===== src/rtl/dp_pkg.sv =====
package dp_pkg;

  typedef enum logic [1:0] {
    SH_PASS = 2'b00,
    SH_LSL  = 2'b01,
    SH_LSR  = 2'b10,
    SH_ASR  = 2'b11
  } shift_op_e;

  typedef enum logic [1:0] {
    ALU_ADD  = 2'b00,
    ALU_SUB  = 2'b01,
    ALU_AND  = 2'b10,
    ALU_NOTB = 2'b11
  } alu_op_e;

endpackage


===== src/rtl/dp_regfile.sv =====
module dp_regfile #(
  parameter int DATA_W = 16,
  parameter int DEPTH  = 8,
  localparam int IDX_W = $clog2(DEPTH)
) (
  input  logic              clk,
  input  logic              wr_en,
  input  logic [IDX_W-1:0]  wr_idx,
  input  logic [DATA_W-1:0] wr_data,
  input  logic [IDX_W-1:0]  rd_idx,
  output logic [DATA_W-1:0] rd_data
);

  // No reset on the storage so it maps onto distributed memory.
  logic [DATA_W-1:0] mem [DEPTH];

  always_ff @(posedge clk) begin
    if (wr_en) begin
      mem[wr_idx] <= wr_data;
    end
  end

  // Asynchronous read: the operand latches act as the read register.
  assign rd_data = mem[rd_idx];

endmodule


===== src/rtl/dp_ldreg.sv =====
module dp_ldreg #(
  parameter int W = 16,
  parameter logic [W-1:0] RST_VAL = '0
) (
  input  logic         clk,
  input  logic         rst,
  input  logic         ld,
  input  logic [W-1:0] d,
  output logic [W-1:0] q
);

  always_ff @(posedge clk) begin
    if (rst) begin
      q <= RST_VAL;
    end else if (ld) begin
      q <= d;
    end
  end

endmodule


===== src/rtl/dp_shifter.sv =====
module dp_shifter
  import dp_pkg::*;
#(
  parameter int DATA_W = 16
) (
  input  shift_op_e         mode,
  input  logic [DATA_W-1:0] din,
  output logic [DATA_W-1:0] dout
);

  logic [DATA_W-1:0] lsl_v;
  logic [DATA_W-1:0] lsr_v;
  logic [DATA_W-1:0] asr_v;

  // Each output bit takes its neighbour. Only the edge bits differ by fill.
  for (genvar i = 0; i < DATA_W; i++) begin : g_bit
    if (i == 0) begin : g_lo
      assign lsl_v[i] = 1'b0;
    end else begin : g_lo_n
      assign lsl_v[i] = din[i-1];
    end
    if (i == DATA_W-1) begin : g_hi
      assign lsr_v[i] = 1'b0;
      assign asr_v[i] = din[i];
    end else begin : g_hi_n
      assign lsr_v[i] = din[i+1];
      assign asr_v[i] = din[i+1];
    end
  end

  always_comb begin
    unique case (mode)
      SH_PASS: dout = din;
      SH_LSL:  dout = lsl_v;
      SH_LSR:  dout = lsr_v;
      SH_ASR:  dout = asr_v;
      default: dout = din;
    endcase
  end

endmodule


===== src/rtl/dp_alu.sv =====
module dp_alu
  import dp_pkg::*;
#(
  parameter int DATA_W = 16
) (
  input  alu_op_e           op,
  input  logic [DATA_W-1:0] lhs,
  input  logic [DATA_W-1:0] rhs,
  output logic [DATA_W-1:0] y,
  output logic              y_zero
);

  logic [DATA_W-1:0] sum_v;
  logic [DATA_W-1:0] dif_v;

  assign sum_v = lhs + rhs;
  assign dif_v = lhs - rhs;

  always_comb begin
    unique case (op)
      ALU_ADD:  y = sum_v;
      ALU_SUB:  y = dif_v;
      ALU_AND:  y = lhs & rhs;
      ALU_NOTB: y = ~rhs;
      default:  y = sum_v;
    endcase
  end

  assign y_zero = (y == '0);

endmodule


===== src/rtl/rf_alu_datapath.sv =====
module rf_alu_datapath
  import dp_pkg::*;
#(
  parameter int DATA_W   = 16,
  parameter int NUM_REGS = 8,
  parameter int IMM_W    = 5,
  localparam int IDX_W   = $clog2(NUM_REGS)
) (
  input  logic              clk,
  input  logic              rst,
  input  logic [DATA_W-1:0] ext_in,
  input  logic [IDX_W-1:0]  wr_idx,
  input  logic [IDX_W-1:0]  rd_idx,
  input  logic              wr_en,
  input  logic              ld_a,
  input  logic              ld_b,
  input  logic              ld_c,
  input  logic              ld_s,
  input  logic              op_a_zero,
  input  logic              op_b_imm,
  input  logic              wb_sel_ext,
  input  logic [1:0]        shift_op,
  input  logic [1:0]        alu_op,
  output logic [DATA_W-1:0] result,
  output logic              zero_flag
);

  localparam int PAD_W = DATA_W - IMM_W;

  logic [DATA_W-1:0] wr_data;
  logic [DATA_W-1:0] rd_data;
  logic [DATA_W-1:0] a_q;
  logic [DATA_W-1:0] b_q;
  logic [DATA_W-1:0] b_shifted;
  logic [DATA_W-1:0] imm_ext;
  logic [DATA_W-1:0] opnd_l;
  logic [DATA_W-1:0] opnd_r;
  logic [DATA_W-1:0] alu_y;
  logic              alu_zero;
  logic [DATA_W-1:0] c_q;
  logic              z_q;

  // Write-back source select
  assign wr_data = wb_sel_ext ? ext_in : c_q;

  dp_regfile #(.DATA_W(DATA_W), .DEPTH(NUM_REGS)) u_rf (
    .clk     (clk),
    .wr_en   (wr_en),
    .wr_idx  (wr_idx),
    .wr_data (wr_data),
    .rd_idx  (rd_idx),
    .rd_data (rd_data)
  );

  dp_ldreg #(.W(DATA_W)) u_areg (
    .clk (clk), .rst (rst), .ld (ld_a), .d (rd_data), .q (a_q)
  );

  dp_ldreg #(.W(DATA_W)) u_breg (
    .clk (clk), .rst (rst), .ld (ld_b), .d (rd_data), .q (b_q)
  );

  dp_shifter #(.DATA_W(DATA_W)) u_shift (
    .mode (shift_op_e'(shift_op)),
    .din  (b_q),
    .dout (b_shifted)
  );

  assign imm_ext = {{PAD_W{1'b0}}, ext_in[IMM_W-1:0]};
  assign opnd_l  = op_a_zero ? '0 : a_q;
  assign opnd_r  = op_b_imm ? imm_ext : b_shifted;

  dp_alu #(.DATA_W(DATA_W)) u_alu (
    .op     (alu_op_e'(alu_op)),
    .lhs    (opnd_l),
    .rhs    (opnd_r),
    .y      (alu_y),
    .y_zero (alu_zero)
  );

  dp_ldreg #(.W(DATA_W)) u_creg (
    .clk (clk), .rst (rst), .ld (ld_c), .d (alu_y), .q (c_q)
  );

  dp_ldreg #(.W(1), .RST_VAL(1'b1)) u_sreg (
    .clk (clk), .rst (rst), .ld (ld_s), .d (alu_zero), .q (z_q)
  );

  assign result    = c_q;
  assign zero_flag = z_q;

endmodule


===== config.mk =====
export PLATFORM = sky130hd
export DESIGN_NAME = rf_alu_datapath
export DESIGN_NICKNAME = d
export VERILOG_FILES = /design/src/rtl/dp_pkg.sv /design/src/rtl/dp_regfile.sv /design/src/rtl/dp_ldreg.sv /design/src/rtl/dp_shifter.sv /design/src/rtl/dp_alu.sv /design/src/rtl/rf_alu_datapath.sv
export SDC_FILE = /design/constraint.sdc
export NUM_CORES = 1
export LEC_CHECK = 0
export BUFFER_PORTS_ARGS = -buffer_cell sky130_fd_sc_hd__buf_4
export CORE_ASPECT_RATIO = 1.25
export CORE_MARGIN = 1
export CORE_UTILIZATION = 36
export DETAILED_ROUTE_END_ITERATION = 10
export PLACE_DENSITY = 0.49
export RECOVER_POWER = 50
export SLEW_MARGIN = 20
export SYNTH_ARGS = -nofsm -noshare
export SYNTH_HDL_FRONTEND = slang
export SYNTH_SLANG_ARGS = --single-unit

===== constraint.sdc =====
create_clock -name clk -period 14.6 [get_ports clk]
set_input_delay 4.38 -clock clk [delete_from_list [all_inputs] [get_ports clk]]
set_output_delay 4.38 -clock clk [all_outputs]
set_load 0.1 [all_outputs]

==> results of run 1 <==
[flip-flops by register name, indices dropped and copies added (netlist names)]
name      cells
u_areg.q     16
u_breg.q     16
u_creg.q     16
u_rf.mem    128
u_sreg.q      1
[cells by family after synthesis]
kind of cell / Yosys count
AOI/OAI and AO/OA: 142
xor gates and xnor gates: 22
adders and majority gates: 18
buffers and inverters: 56
DFF: 177
muxes: 89
and+or+nand+nor: 185
[final timing paths]
| path | start | slack [ns] | depth (start not counted) | end |
|---|---|---|---|---|
| setup / recovery | op_b_imm | 6.50 | 16 | u_sreg.q |
| hold / removal | u_areg.q[14] | 0.49 | 2 | u_areg.q[14] |
| setup reg to reg | u_breg.q[4] | 10.34 | 14 | u_sreg.q |
| hold reg to reg | u_areg.q[14] | 0.49 | 2 | u_areg.q[14] |
[per-layer routing]
layer / wire, µm / global-route usage, % / share of wire, % / vias to the layer above
met4: 356 / 5.66 / 1.6 / 0
met5: 0 / 0 / 0 / -
met1: 9240 / 21.8 / 42 / 2894
met2: 11500 / 33.7 / 53 / 102
met3: 635 / 3.20 / 2.9 / 26
li1: - / - / - / 2730
[metrics by stage]
step | util [%] | power, mW | instances | area (µm²) | worst slack, ns
after detailed placement | 39.7 | 0.805 | 1033 | 9430 | 5.85
final | 42.3 | 1.27 | 1065 | 10000 | 6.50
after global placement | 39.7 | 0.800 | 1033 | 9430 | 5.98
after floorplan | - | 0.743 | 689 | 8730 | 6.64
after CTS | 42.3 | 1.28 | 1065 | 10000 | 6.34
after global routing | 42.3 | 1.32 | 1065 | 10000 | 6.14
[power breakdown]
group | internal, mW | switching (mW)
Combinational | 0.0755 | 0.138
Sequential | 0.564 | 0.0147
Clock | 0.288 | 0.188
[cell type report]
| type | count | area [µm²] | area share (%) |
|---|---|---|---|
| flip-flops and latches | 177 | 4820 | 48.1 |
| multi-input cells | 456 | 3690 | 36.8 |
| repair buffers | 60 | 435 | 4.34 |
| clock buffers | 19 | 433 | 4.32 |
| well taps | 325 | 407 | 4.06 |
| clock inverters | 13 | 184 | 1.83 |
| inverters | 15 | 56.3 | 0.562 |
[placed cells by master, fill, tap and decap left out, types with 5 or more instances in the layout]
cell type	instances
a211oi_1	47
a21oi_1	27
buf_4	55
clkbuf_1	6
clkbuf_16	17
dfxtp_1	49
edfxtp_1	128
ha_1	17
inv_1	14
mux2_1	16
mux2i_1	36
mux4_2	32
nand2_1	26
nand2b_1	12
nand3_1	6
nor2_1	79
nor2b_1	21
nor3b_1	9
nor4_1	5
o211ai_1	7
o21ai_0	16
o31ai_1	8
or2_2	6
xnor2_1	9
xor2_1	13
[worst max-delay path: stages]
cell	delay [ns]
buf_4	0.21
nor2_1	0.13
a221o_1	0.43
ha_1	0.24
o31ai_1	0.12
nand2_1	0.12
xor2_1	0.16
ha_1	0.46
o21ai_0	0.12
a21oi_1	0.39
nor4b_1	0.12
a2111o_1	0.38
a2111oi_0	0.40
nand4b_1	0.22
nor4b_1	0.37
a41o_1	0.21
==> out/summary.txt, run 1 <==
Vias in the first global route: 5,935
Buffers on Ports: 52
Most numerous cell in the Yosys netlist: edfxtp_1
Peak Freq: 124 MHz
Status: finished clean
Critical-path maximum fanout: 21
Vias per cell: 5.40
Initial antenna violation count: 0
Crit path launch type: input port
Post-Syn Nets: 743
Detail Placement HPWL: 15,400 µm
Post-Route WL: 21,700 µm
Inserted Diodes: 0
Seq/Total Area, Yosys: 55.3%
Starting Density: 36.8%
Area growth syn-to-layout: 14.9%
Mean Syn Cell Area: 12.7 µm²
Maximum vdd drop: 0.0000821 V
RSZ-0062 raised after global routing: false
Slew margin rel.: 16.1%
Largest net degree at the start of global routing: 50
Cell area power density: 126 nW/µm²
Total track usage: 18.4%
Pre-antenna DRT Iters: 5
Register bit total from synthesis: 177
Post-CTS resize count: 0
Later-pin clock latency in the skew report: 0.42 ns
Share of cells above drive strength 1: 18.0%
Chip Height: 176 µm
Setup violators final: 0
Row count: 63
Drc violations: 0
Tmin final: 8.10 ns
Max cap viols: 0
Num Clock Sinks: 177
Synth area leader: edfxtp_1
Synth top area share: 44.0%
Initial DRC count: 300
TritonCTS clock tree: yes
Top cells by area, synth: edfxtp_1, dfxtp_1, mux4_2
Worst Path Class, Setup: input port to flip-flop
Die area: 24,900 µm²
Clock Pin Slew Worst Setup and Hold Paths: 0.06 ns
Most frequent cells after synthesis: edfxtp_1, nor2_1, dfxtp_1, a211oi_1, mux2i_1
H-tree levels: 4
WL/cell: 20.4 µm
Core area: 23,700 µm²
Synthesized area: 8730 µm²
Area fraction in compound gates after synthesis: 11.5%
Main combinational cell family by area after synthesis: multiplexers
Number of synthesized flops with an enable pin: 128
Grt total ovfl: 0
# Post-CTS Setup Buffers: 0
Simple-Gate Fraction of Synth Area: 10.6%
Num CTS Buffers: 17
Most frequently used flop master after synthesis: edfxtp_1
Antenna Nets Post-Route: 0
Tcrit/Tclk final: 55.5%
Fraction of registers with async set/reset: 0%
Final Wtd Congestion: 0.829
Worst hold slack: 0.487 ns
CTS hold repair buffers: 0
Synth Warn #: 0
Synth Area in XOR/XNOR: 2.21%
Mux cell area share after synthesis: 15.1%
Max-slew violation count: 0
Netlist cell types: 61
Io pins: 53
CP required: 14.97 ns
HP Class: flip-flop to flip-flop
Critical path arrival: 8.46 ns
CP endpoint kind: flip-flop
Fin nets: 781
Worst-case clock skew: 0.00770 ns
DR vias: 5,752
First-pass GRT wire length: 33,900 µm
Post-synthesis adder-cell area fraction: 2.67%
Setup_tns: 0 ns
CTS Buffer Depth: 2
Gate Count Post-Synth: 689
Final hold violation count: 0
Leakage: 3.64 nW
Die W: 141 µm
Least-Margin Pin Slew: 1.26 ns
Clk root buf: clkbuf_16
Filler Cells Inserted: 2,245
(Power assumes the default switching activity.)
==> run 2, diff against run 1 <==
clock period = 8 ns   (was 14.6 ns; I/O delays follow)
==> run 2 against run 1 <==
Against the previous run:
- final cell count is 0.38% higher
- setup slack worse by 4.6 ns
- largest power group unchanged
- via count is 0.71% lower
- die area stayed put
- combinational power is 82% higher
- sequential cell count stayed put
==> out/summary.txt, run 2 (same netlist as run 1, synthesis figures left out) <==
Critical Path Source: shift_op[1]
Leakage: 3.63 nW
Fin nets: 785
Initial antenna violation count: 0
Status: finished clean
Area of the multi-input gates: 3680 µm²
First-pass GRT wire length: 33,700 µm
Worst Path Class, Setup: input port to flip-flop
Row count: 63
Worst-case clock skew: 0.0129 ns
Setup_tns: 0 ns
DR vias: 5,711
CTS Buffer Depth: 2
DP Area: 9460 µm²
Final hold violation count: 0
Commonest cells after routing, fill and taps aside: edfxtp_1, nor2_1, buf_4, dfxtp_1, a211oi_1
Filler Cells Inserted: 2,226
Chip Height: 176 µm
Fin area: 10,000 µm²
Antenna Nets Post-Route: 0
Largest net degree at the start of global routing: 50
Area growth syn-to-layout: 14.6%
Share of cells above drive strength 1: 18.7%
Post-Route WL: 21,300 µm
WL/cell: 19.9 µm
Crit path launch type: input port
Reg with most FFs: u_rf.mem
Io pins: 53
# Post-CTS Setup Buffers: 0
Final Wtd Congestion: 0.877
Pre-antenna DRT Iters: 4
Critical path arrival: 6.49 ns
FF-to-FF path depth: 15
Initial DRC count: 309
Clk root buf: clkbuf_16
Core area: 23,700 µm²
HP Class: flip-flop to flip-flop
Max reg flops: 128
Total track usage: 18.2%
Maximum vdd drop: 0.000139 V
Vias per cell: 5.34
Hold Path Sink: u_areg.q[14]
Later-pin clock latency in the skew report: 0.42 ns
Drc violations: 0
Tcrit/Tclk final: 76.6%
Die area: 24,900 µm²
Grt total ovfl: 0
Num CTS Buffers: 17
Detail Placement HPWL: 15,200 µm
Crit Reg-Reg Startpoint: u_breg.q[1]
Setup violators final: 0
Vias in the first global route: 5,866
Inserted Diodes: 0
Critical hold path startpoint: u_areg.q[14]
Tmin final: 6.13 ns
TritonCTS clock tree: yes
Worst hold stages: 2
CTS hold repair buffers: 0
Critical-path maximum fanout: 21
H-tree levels: 4
Buffers on Ports: 52
Post-CTS resize count: 0
Starting Density: 36.8%
Clock Pin Slew Worst Setup and Hold Paths: 0.07 ns
Least-Margin Pin Slew: 1.27 ns
Critical R2R Capture: u_sreg.q
Cell area power density: 223 nW/µm²
Flop2flop setup slack: 3.76 ns
Num Clock Sinks: 177
Max cap viols: 0
Max-slew violation count: 0
Peak Freq: 163 MHz
Register area: 4820 µm²
RSZ-0062 raised after global routing: false
CP endpoint kind: flip-flop
Commonest non-fill, non-tap cell in the layout: edfxtp_1
Die W: 141 µm
CP required: 8.36 ns
Slew margin rel.: 15.4%
## run 2: cell count changes in the layout (fill, tap and decap cells not counted), sizes merged
cell      previous run  this run
buf                 55        59
bufinv               4         0
clkbuf              24        22
clkinv               7         8
clkinvlp             0         1
inv                 17        21
## run 2: through the flow
stage | worst slack, ns | hold slack (ns) | instances | utilization [%] | total power [mW]
6_report | 1.87 | 0.483 | 1069 | 42.2 | 2.23
5_1_grt | 1.34 | 0.504 | 1069 | 42.2 | 2.33
4_1_cts | 1.90 | 0.491 | 1069 | 42.3 | 2.26
3_5_place_dp | 1.48 | 0.482 | 1037 | 39.9 | 1.47
3_3_place_gp | 1.52 | 0.486 | 1037 | 39.9 | 1.46
2_1_floorplan | 2.02 | 0.459 | 689 | - | 1.36
## run 2: worst max-delay path, cell delays in order
cell and delay [ns]:
buf_4 0.21, nor2_1 0.14, a221o_1 0.42, ha_1 0.23
o31ai_1 0.14, nand2_1 0.12, xor2_1 0.16, ha_1 0.41
o21ai_0 0.12, a21oi_1 0.40, nor4b_1 0.10, a2111o_1 0.39
a2111oi_0 0.44, nand4b_1 0.21, nor4b_1 0.37, a41o_1 0.21
## run 2: worst max path at each step
stage                to  slack, ns  depth (start not counted)
2_1_floorplan  u_sreg.q       2.02                         16
3_3_place_gp   u_sreg.q       1.52                         16
3_5_place_dp   u_sreg.q       1.48                         16
4_1_cts        u_sreg.q       1.90                         16
5_1_grt        u_sreg.q       1.34                         16
6_report       u_sreg.q       1.87                         16
## run 2: metal layers
metal,vias up,GRT usage (%),share of wire [%]
li1,2726,-,-
met1,2884,22.6,43
met2,86,32.9,53
met3,15,2.22,2.2
met4,0,5.21,1.2
met5,-,0,0
## run 2: final cells by class
type                            instances  area share (%)
Sequential cell                       177            48.2
Clock inverter                         15            1.46
Multi-Input combinational cell        456            36.8
Timing Repair Buffer                   64            4.65
Inverter                               15           0.563
Tap cell                              325            4.06
Clock buffer                           17            4.25
## run 2: where the power goes
group          total, mW  switching [mW]  internal, mW  leakage (nW)
logic              0.388           0.249         0.139          1.76
clock network      0.789           0.375         0.414         0.279
registers           1.05          0.0260          1.03          1.58
total               2.23           0.650          1.58          3.63
==> run 3, diff against run 2 <==
clock period = 6.2 ns   (was 8 ns; I/O delays follow)
==> run 3 against run 2 <==
Against the previous run:
- sequential share of layout area fell by 0.30 points
- first-iteration DRC count shrank 1.3%
- sequential cell count stayed put
- clock-buffer cell count unchanged
- combinational power up 31%
- total power rose by 31%
- clock power grew 34%
- largest cell class unchanged
==> out/summary.txt, run 3 (same netlist as run 1, synthesis figures left out) <==
Setup slack at placement: 0.270 ns
Critical hold path startpoint: u_areg.q[14]
Clk root buf: clkbuf_16
Detail Placement HPWL: 15,400 µm
Fin area: 10,100 µm²
CTS Buffer Depth: 2
CP endpoint kind: flip-flop
Critical Path Source: op_b_imm
DP Area: 9510 µm²
Num CTS Buffers: 17
First-pass GRT wire length: 33,800 µm
Chip Height: 176 µm
TritonCTS clock tree: yes
Setup violators final: 0
Setup_tns: 0 ns
Commonest non-fill, non-tap cell in the layout: edfxtp_1
Initial DRC count: 305
Total track usage: 18.3%
Crit path depth: 15
Fin worst setup slack: 0.646 ns
Peak Freq: 180 MHz
Antenna Nets Post-Route: 0
Later-pin clock latency in the skew report: 0.42 ns
Critical-path maximum fanout: 21
Tcrit/Tclk final: 89.6%
CTS hold repair buffers: 0
Clock Pin Slew Worst Setup and Hold Paths: 0.07 ns
Io pins: 53
Maximum vdd drop: 0.000190 V
Inserted Diodes: 0
Starting Density: 36.8%
Status: finished clean
Die area: 24,900 µm²
HP Class: flip-flop to flip-flop
RSZ-0062 raised after global routing: false
Worst hold slack: 0.488 ns
Pre-antenna DRT Iters: 5
Buffers on Ports: 52
Grt total ovfl: 0
Least-Margin Pin Slew: 1.25 ns
Worst Path Class, Setup: input port to flip-flop
CP required: 6.57 ns
Tmin final: 5.55 ns
Fin nets: 792
Max reg flops: 128
WL/cell: 20.1 µm
Cell area power density: 291 nW/µm²
Placed cell count: 1,044
WP buf/inv: 2
Initial antenna violation count: 0
Vias in the first global route: 5,925
Critical path's top delay family: compound AO/OA/AOI/OAI gates
Row count: 63
H-tree levels: 4
Max cap viols: 0
Crit Reg-Reg Startpoint: u_breg.q[1]
FF-to-FF path depth: 14
Final hold violation count: 0
Commonest cells after routing, fill and taps aside: edfxtp_1, nor2_1, buf_4, dfxtp_1, a211oi_1
Num Clock Sinks: 177
Post-Route WL: 21,600 µm
Area growth syn-to-layout: 15.4%
Critical path arrival: 5.92 ns
Crit path launch type: input port
Leakage: 3.66 nW
DR vias: 5,706
Largest net degree at the start of global routing: 50
Post-CTS resize count: 0
# Post-CTS Setup Buffers: 0
Drc violations: 0
Vias per cell: 5.31
Fin cells: 1,075
Final Wtd Congestion: 0.899
Reg with most FFs: u_rf.mem
Slew margin rel.: 16.7%
Worst hold stages: 2
Critical Path Slowest Stage Cell: fa_1
Share of cells above drive strength 1: 19.2%
Core area: 23,700 µm²
Worst stage delay on the critical path: 0.47 ns
Most frequent CP cell: nor4b_1
Die W: 141 µm
Worst-case clock skew: 0.0113 ns
Max-slew violation count: 0
Cells along the critical path: buf_4 -> inv_1 -> o22ai_1 -> ha_1 -> nand2_1 -> o21ai_0 -> fa_1 -> nand2b_1 -> a21oi_1 -> nor4b_1 -> a2111o_1 -> a2111oi_0 -> nand4b_1 -> nor4b_1 -> a41o_1
==> run 3: cell types whose count changed in the layout (fill, tap and decap cells not counted) <==
cell        delta
buf_4          +7
bufinv_16      +2
clkinv_8       -2
clkinv_1       +1
clkinv_4       -1
clkinvlp_4     +1
inv_6          -1
inv_8          -1
==> run 3: area by class of cell <==
cell class	count	area [µm²]
tap	325	407
clock buffer	17	425
fill	2236	13700
inverter	15	56.3
timing repair buffer	71	518
clock inverter	14	156
multi-input combinational	456	3680
sequential	177	4820
==> run 3: worst register-to-register path, cell delays in order, from the launching register on <==
cell and delay, ns:
dfxtp_1 0.39, mux2i_1 0.09, a221o_1 0.38, ha_1 0.31, nand2_1 0.06, o21ai_0 0.16
fa_1 0.47, nand2b_1 0.19, a21oi_1 0.36, nor4b_1 0.11, a2111o_1 0.37, a2111oi_0 0.41
nand4b_1 0.23, nor4b_1 0.38, a41o_1 0.22
==> run 3: routing by layer <==
layer	track usage, %	vias up	routed length [µm]	share of wire (%)
li1	-	2755	-	-
met1	22.4	2831	9400	44
met2	32.0	93	11100	51
met3	3.17	27	630	2.9
met4	7.02	0	507	2.3
met5	0	-	0	0
==> run 3: path summary, 6_finish.rpt <==
check | to | slack, ns
min reg2reg | u_areg.q[14] | 0.49
min | u_areg.q[14] | 0.49
max reg2reg | u_sreg.q | 2.03
max | u_sreg.q | 0.65
==> run 3: stage by stage <==
step           power, mW  utilization, %
3_5_place_dp        1.90            40.1
6_report            2.93            42.4
2_1_floorplan       1.75               -
3_3_place_gp        1.89            40.1
4_1_cts             2.96            42.5
5_1_grt             3.05            42.4
==> run 3: power by group <==
part,switching (mW),total (mW),internal [mW]
clock,0.463,1.06,0.600
sequential,0.0336,1.36,1.33
combinational,0.324,0.509,0.185
